`src/rtl/jit_pkg.sv`:
```
package jit_pkg;

   // Converts a duration in nanoseconds to whole clock cycles, rounding up.
   function automatic int ns_to_cyc(input longint ns, input longint clk_hz);
      longint num;
      num = ns * clk_hz + 64'sd999999999;
      return int'(num / 64'sd1000000000);
   endfunction

   function automatic int max2(input int a, input int b);
      return (a > b) ? a : b;
   endfunction

endpackage

```
`src/rtl/jit_mod_profile.sv`:
```
module jit_mod_profile #(
   parameter int DEV  = 11,
   parameter int STEP = 5,
   parameter int OW   = 5
) (
   input  logic                 clk,
   input  logic                 rst_n,
   input  logic                 adv_i,
   output logic signed [OW-1:0] offs_o
);

   generate
      if (DEV == 0) begin : g_flat
         assign offs_o = '0;
      end else begin : g_tri
         localparam int SW = (STEP > 1) ? $clog2(STEP) : 1;
         localparam logic signed [OW-1:0] TOP_M1 = OW'(DEV - 1);
         localparam logic signed [OW-1:0] BOT_P1 = OW'(1 - DEV);

         logic [SW-1:0]        div_q;
         logic                 up_q;
         logic signed [OW-1:0] offs_q;

         always_ff @(posedge clk) begin
            if (!rst_n) begin
               div_q  <= '0;
               up_q   <= 1'b1;
               offs_q <= '0;
            end else if (adv_i) begin
               if (div_q == SW'(STEP - 1)) begin
                  div_q <= '0;
                  if (up_q) begin
                     offs_q <= offs_q + OW'(1);
                     if (offs_q == TOP_M1) up_q <= 1'b0;
                  end else begin
                     offs_q <= offs_q - OW'(1);
                     if (offs_q == BOT_P1) up_q <= 1'b1;
                  end
               end else begin
                  div_q <= div_q + SW'(1);
               end
            end
         end

         assign offs_o = offs_q;
      end
   endgenerate

endmodule

```
`src/rtl/jit_period_timer.sv`:
```
module jit_period_timer #(
   parameter int CW = 8
) (
   input  logic          clk,
   input  logic          rst_n,
   input  logic          en_i,
   input  logic [CW-1:0] len_i,
   output logic          start_o,
   output logic          end_o
);

   logic [CW-1:0] ph_q;
   logic          last;

   assign last    = (ph_q == len_i - CW'(1));
   assign start_o = en_i && (ph_q == '0);
   assign end_o   = en_i && last;

   always_ff @(posedge clk) begin
      if (!rst_n || !en_i) ph_q <= '0;
      else if (last)       ph_q <= '0;
      else                 ph_q <= ph_q + CW'(1);
   end

endmodule

```
`src/rtl/jit_pulse_gen.sv`:
```
module jit_pulse_gen #(
   parameter int CW    = 8,
   parameter int GUARD = 4
) (
   input  logic          clk,
   input  logic          rst_n,
   input  logic          en_i,
   input  logic          start_i,
   input  logic          burst_i,
   input  logic          cs_i,
   input  logic [CW-1:0] cap_i,
   output logic          gate_o
);

   logic          on_q;
   logic [CW-1:0] ton_q;
   logic          trip;

   // ton_q holds the index of the current gate-high clock, counting from 1
   assign trip   = on_q && cs_i && (ton_q > CW'(GUARD));
   assign gate_o = en_i && on_q && !trip;

   always_ff @(posedge clk) begin
      if (!rst_n || !en_i) begin
         on_q  <= 1'b0;
         ton_q <= '0;
      end else if (start_i && !burst_i) begin
         on_q  <= 1'b1;
         ton_q <= CW'(1);
      end else if (on_q) begin
         if (trip || ton_q >= cap_i) on_q <= 1'b0;
         else                        ton_q <= ton_q + CW'(1);
      end
   end

endmodule

```
`src/rtl/jit_pwm_osc.sv`:
```
module jit_pwm_osc #(
   parameter int CLK_HZ       = 10_000_000,
   parameter bit HIGH_VARIANT = 1'b0,
   parameter int MOD_HZ       = 250,
   parameter int DUTY_PCT     = 80,
   parameter int MIN_ON_NS    = 400,
   parameter int LEB_NS       = 300
) (
   input  logic clk,
   input  logic rst_n,
   input  logic en_i,
   input  logic burst_i,
   input  logic cs_trip_i,
   output logic period_start_o,
   output logic gate_o
);

   localparam int F_NOM       = HIGH_VARIANT ? 115_000 : 60_000;
   localparam int F_DEV       = HIGH_VARIANT ? 8_000 : 4_000;
   localparam int NOM_CYC     = CLK_HZ / F_NOM;
   localparam int SLOW_CYC    = CLK_HZ / (F_NOM - F_DEV);
   localparam int FAST_CYC    = CLK_HZ / (F_NOM + F_DEV);
   localparam int DEV_CYC     = (SLOW_CYC - FAST_CYC) / 2;
   localparam int MOD_PERIODS = F_NOM / MOD_HZ;
   localparam int STEP_RAW    = (DEV_CYC == 0) ? 1 : MOD_PERIODS / (4 * DEV_CYC);
   localparam int STEP_PER    = (STEP_RAW < 1) ? 1 : STEP_RAW;
   localparam int PER_MAX     = NOM_CYC + DEV_CYC;
   localparam int PER_MIN     = NOM_CYC - DEV_CYC;
   localparam int CW          = $clog2(PER_MAX + 1);
   localparam int OW          = $clog2(DEV_CYC + 1) + 1;
   localparam int PW          = CW + 7;
   localparam int MIN_ON_CYC  = jit_pkg::ns_to_cyc(MIN_ON_NS, CLK_HZ);
   localparam int LEB_CYC     = jit_pkg::ns_to_cyc(LEB_NS, CLK_HZ);
   localparam int GUARD_CYC   = jit_pkg::max2(MIN_ON_CYC, LEB_CYC);
   localparam int ON_CAP_MIN  = PER_MIN * DUTY_PCT / 100;
   localparam int ON_CAP_MAX  = PER_MAX * DUTY_PCT / 100;

   // elaboration-time parameter checks
   if (DUTY_PCT < 1 || DUTY_PCT > 99) begin : g_bad_duty
      $error("jit_pwm_osc: DUTY_PCT must lie in 1..99");
   end
   if (MOD_HZ < 1) begin : g_bad_mod
      $error("jit_pwm_osc: MOD_HZ must be positive");
   end
   if (PER_MIN < 4) begin : g_bad_clk
      $error("jit_pwm_osc: CLK_HZ too low for the selected variant");
   end
   if (ON_CAP_MIN <= GUARD_CYC) begin : g_bad_guard
      $error("jit_pwm_osc: duty cap shorter than the turn-on guard");
   end

   logic signed [OW-1:0] offs;
   logic [CW-1:0]        per_len;
   logic [CW-1:0]        on_cap;
   logic [PW-1:0]        prod;
   logic                 per_end;
   logic                 per_start;

   jit_mod_profile #(
      .DEV  (DEV_CYC),
      .STEP (STEP_PER),
      .OW   (OW)
   ) u_prof (
      .clk    (clk),
      .rst_n  (rst_n),
      .adv_i  (per_end),
      .offs_o (offs)
   );

   assign per_len = CW'(NOM_CYC) + CW'(offs);
   assign prod    = PW'(per_len) * PW'(DUTY_PCT);
   assign on_cap  = CW'(prod / PW'(100));

   jit_period_timer #(
      .CW (CW)
   ) u_timer (
      .clk     (clk),
      .rst_n   (rst_n),
      .en_i    (en_i),
      .len_i   (per_len),
      .start_o (per_start),
      .end_o   (per_end)
   );

   jit_pulse_gen #(
      .CW    (CW),
      .GUARD (GUARD_CYC)
   ) u_pulse (
      .clk     (clk),
      .rst_n   (rst_n),
      .en_i    (en_i),
      .start_i (per_start),
      .burst_i (burst_i),
      .cs_i    (cs_trip_i),
      .cap_i   (on_cap),
      .gate_o  (gate_o)
   );

   assign period_start_o = per_start;

endmodule

```
`config.mk`:
```
export PLATFORM = sky130hd
export DESIGN_NAME = jit_pwm_osc
export DESIGN_NICKNAME = d
export VERILOG_FILES = /design/src/rtl/jit_pkg.sv /design/src/rtl/jit_mod_profile.sv /design/src/rtl/jit_period_timer.sv /design/src/rtl/jit_pulse_gen.sv /design/src/rtl/jit_pwm_osc.sv
export SDC_FILE = /design/constraint.sdc
export NUM_CORES = 1
export LEC_CHECK = 0
export ABC_AREA = 1
export BUFFER_PORTS_ARGS = -buffer_cell sky130_fd_sc_hd__buf_2
export CORE_AREA = 2 2 112 125
export CTS_CLUSTER_DIAMETER = 30
export DETAILED_ROUTE_END_ITERATION = 10
export DIE_AREA = 0 0 114 127
export HOLD_SLACK_MARGIN = 0.05
export PLACE_DENSITY = 0.47
export SYNTH_ARGS = -nofsm -noshare
export SYNTH_HDL_FRONTEND = slang
export SYNTH_SLANG_ARGS = --single-unit
```
`constraint.sdc`:
```
create_clock -name clk -period 9.5 [get_ports clk]
set_clock_uncertainty 0.2 [all_clocks]
set_input_delay 1.9 -clock clk [delete_from_list [all_inputs] [get_ports clk]]
set_output_delay 1.9 -clock clk [all_outputs]
set_load 0.005 [all_outputs]
```
==> impl_metrics.env <==
export IMPL_fmax_mhz=122
export IMPL_power_density_nw_per_um2=70.1
export IMPL_slowest_delay_ns=0.53
export IMPL_synth_top_cell_by_area="dfxtp_1"
export IMPL_crit_slowest_cell="dfxtp_1"
export IMPL_start_util=0.238
export IMPL_ir_drop_mv=0.0579
export IMPL_crit_type="flip-flop to flip-flop"
export IMPL_wl_per_cell_microns=10.1
export IMPL_final_hold_violation_count=0
export IMPL_worstMarginPinSlew_ns=0.446
export IMPL_clockBufferDepth=2
export IMPL_fin_tns_setup_ns=0
export IMPL_place_congestion=0.813
export IMPL_yosysSeqAreaShare=0.167
export IMPL_cts_hold_buf=0
export IMPL_n_fill_cell=1474
export IMPL_syn_avg_cell_area_sq_um=6.29
export IMPL_most_common_layout_cells="nand2_1 (129), inv_1 (82), nor2_1 (41), nand3_1 (38), ha_1 (33)"
export IMPL_post_cts_buffers=0
export IMPL_dp_hpwl_mm=5.68
export IMPL_grt_max_degree=16
export IMPL_diodes=0
export IMPL_nNetsFinal=545
export IMPL_syn_to_final_growth_pct=10.7
export IMPL_antenna_left=0
export IMPL_fp_dieH_microns=127
export IMPL_vias_per_cell=4.40
export IMPL_crit_top_cell="nand2_1"
export IMPL_crit_arrival_ns=8.19
export IMPL_syn_area_sq_um=3120
export IMPL_cp_required_ns=9.48
export IMPL_placed_cells=661
export IMPL_cts_buffers=3
export IMPL_grt_pass1_wl_mm=12.1
export IMPL_cts_resized=0
export IMPL_clkLatencyLatePin_ns=0.26
export IMPL_design_die_area_sq_um=14500
export IMPL_clk_pin_slew_ns=0.07
export IMPL_die_x_microns=114
export IMPL_rows=44
export IMPL_ys_ff_latch=26
export IMPL_maxCapViolations=0
export IMPL_fin_crit_sh=0.864
export IMPL_syn_nets=535
export IMPL_slew_viol_final=0
export IMPL_path_max_fanout=9
export IMPL_num_vias=2923
export IMPL_regArea_sq_um=520
export IMPL_num_io_pins=7
export IMPL_netlist_top_cells_area="dfxtp_1 (17%), nand2_1 (16%), ha_1 (13%)"
export IMPL_grt_ovfl_total=0
export IMPL_drc=0
export IMPL_yosys_warnings=0
export IMPL_rsz0062_at_grt="no"
export IMPL_cts_tree="built"
export IMPL_grt_usage=0.0969
export IMPL_final_common_cell="nand2_1"
export IMPL_cts_root_buf="clkbuf_16"
export IMPL_hold_path_class="flip-flop to flip-flop"
export IMPL_synthDominantCellAreaShare=0.167
export IMPL_portBuffers=6
export IMPL_cellLeakagePower_uw=0.00161
export IMPL_core_area_sq_um=13100
export IMPL_drive_gt1_frac=0.0972
export IMPL_ctsHtreeMaxLevel=1
export IMPL_multi_input_area_sq_um=2270
export IMPL_start_kind="flip-flop"
export IMPL_grt_pass1_vias=2794
export IMPL_syn_inst=495
export IMPL_totalWireLength_mm=6.73
export IMPL_slew_headroom=0.700
export IMPL_fin_cells=665
export IMPL_status="finished, final reports clean"
export IMPL_hold_worst_slack_ns=0.279
export IMPL_antenna_found_initial=0
export IMPL_drt_iter0_markers=103
export IMPL_finalCriticalPeriod_ns=8.21
export IMPL_firstDrtPassIters=4
export IMPL_setup_viol=0
export IMPL_cts_sinks=26
export IMPL_cp_end_kind="flip-flop"
export IMPL_synth_cell_type_count=41
[synth_stat cells, drive strengths merged]
master / instances
ha: 33
o22ai: 1
a21oi: 21
o211ai: 4
nand2: 150
nand4: 16
nor3b: 3
o2111ai: 1
nor4: 3
xor2: 14
o21ai: 18
o31ai: 1
nand3: 42
or2: 2
a32o: 1
inv: 85
xnor2: 5
nor2: 46
a31oi: 1
o21a: 2
dfxtp: 26
a211oi: 3
o21bai: 2
fa: 2
o32ai: 1
nor3: 9
nand3b: 2
clkbuf: 1
[layer usage]
layer / routed length [microns] / global-route usage / up-vias
li1: - / - / 1626
met1: 3330 / 0.125 / 1270
met2: 3270 / 0.179 / 21
met3: 75 / 0.00712 / 6
met4: 57 / 0.0143 / 0
met5: 0 / 0 / -
[where the power goes]
part | switching [uW] | internal, uW
Sequential | 0.717 | 110
Clock | 38.6 | 83.8
Combinational | 5.73 | 3.06
[worst paths after layout]
path | start | to | slack (ns) | cells after the start
max | u_prof.offs_o[1] | u_pulse.ton_q[7] | 1.29 | 53
min | u_timer.ph_q[0] | u_timer.ph_q[0] | 0.28 | 1
max reg2reg | u_prof.offs_o[1] | u_pulse.ton_q[7] | 1.29 | 53
min reg2reg | u_timer.ph_q[0] | u_timer.ph_q[0] | 0.28 | 1
[cells by family (layout without fill, tap and decap cells)]
kind of cell / after synthesis / in the layout / synth area share
AO/OA/AOI/OAI: 56 / 56 / 0.108
flip-flops: 26 / 26 / 0.167
XOR/XNOR: 19 / 19 / 0.0534
adder cells (fa/ha/maj): 35 / 35 / 0.145
AND/OR/NAND/NOR: 273 / 273 / 0.422
buffers and inverters: 86 / 95 / 0.104
[worst max-delay path: cells and delay by family (launching register included)]
family	cells	cell delay [ns]
AND/OR/NAND/NOR	34	4.06
adder cells (fa/ha/maj)	7	1.80
buffers and inverters	8	0.83
flip-flops	1	0.53
XOR/XNOR	1	0.39
AO/OA/AOI/OAI	3	0.33
[per-stage QoR]
step / total power [uW] / instance area, sq um / setup WS [ns] / utilization
2_1_floorplan: 119 / 3120 / 2.30 / -
3_3_place_gp: 122 / 3340 / 1.38 / 0.255
3_5_place_dp: 122 / 3340 / 1.26 / 0.255
4_1_cts: 244 / 3450 / 1.24 / 0.263
5_1_grt: 250 / 3450 / 0.253 / 0.263
6_report: 242 / 3450 / 1.29 / 0.263
[layout make-up]
class	instances	area share
Inverter	85	0.0925
Clock buffer	3	0.0218
Clock inverter	1	0.00871
Sequential cell	26	0.151
Timing Repair Buffer	6	0.00871
Multi-Input combinational cell	383	0.659
Tap cell	161	0.0584
[sequential cells by signal, summed over array words and instances (netlist names)]
register and cells:
u_prof.g_tri.div_q 3, u_prof.g_tri.up_q 1, u_prof.offs_o 5, u_pulse.on_q 1, u_pulse.ton_q 8, u_timer.ph_q 8
Note: power is estimated with default switching activity, not from simulation.
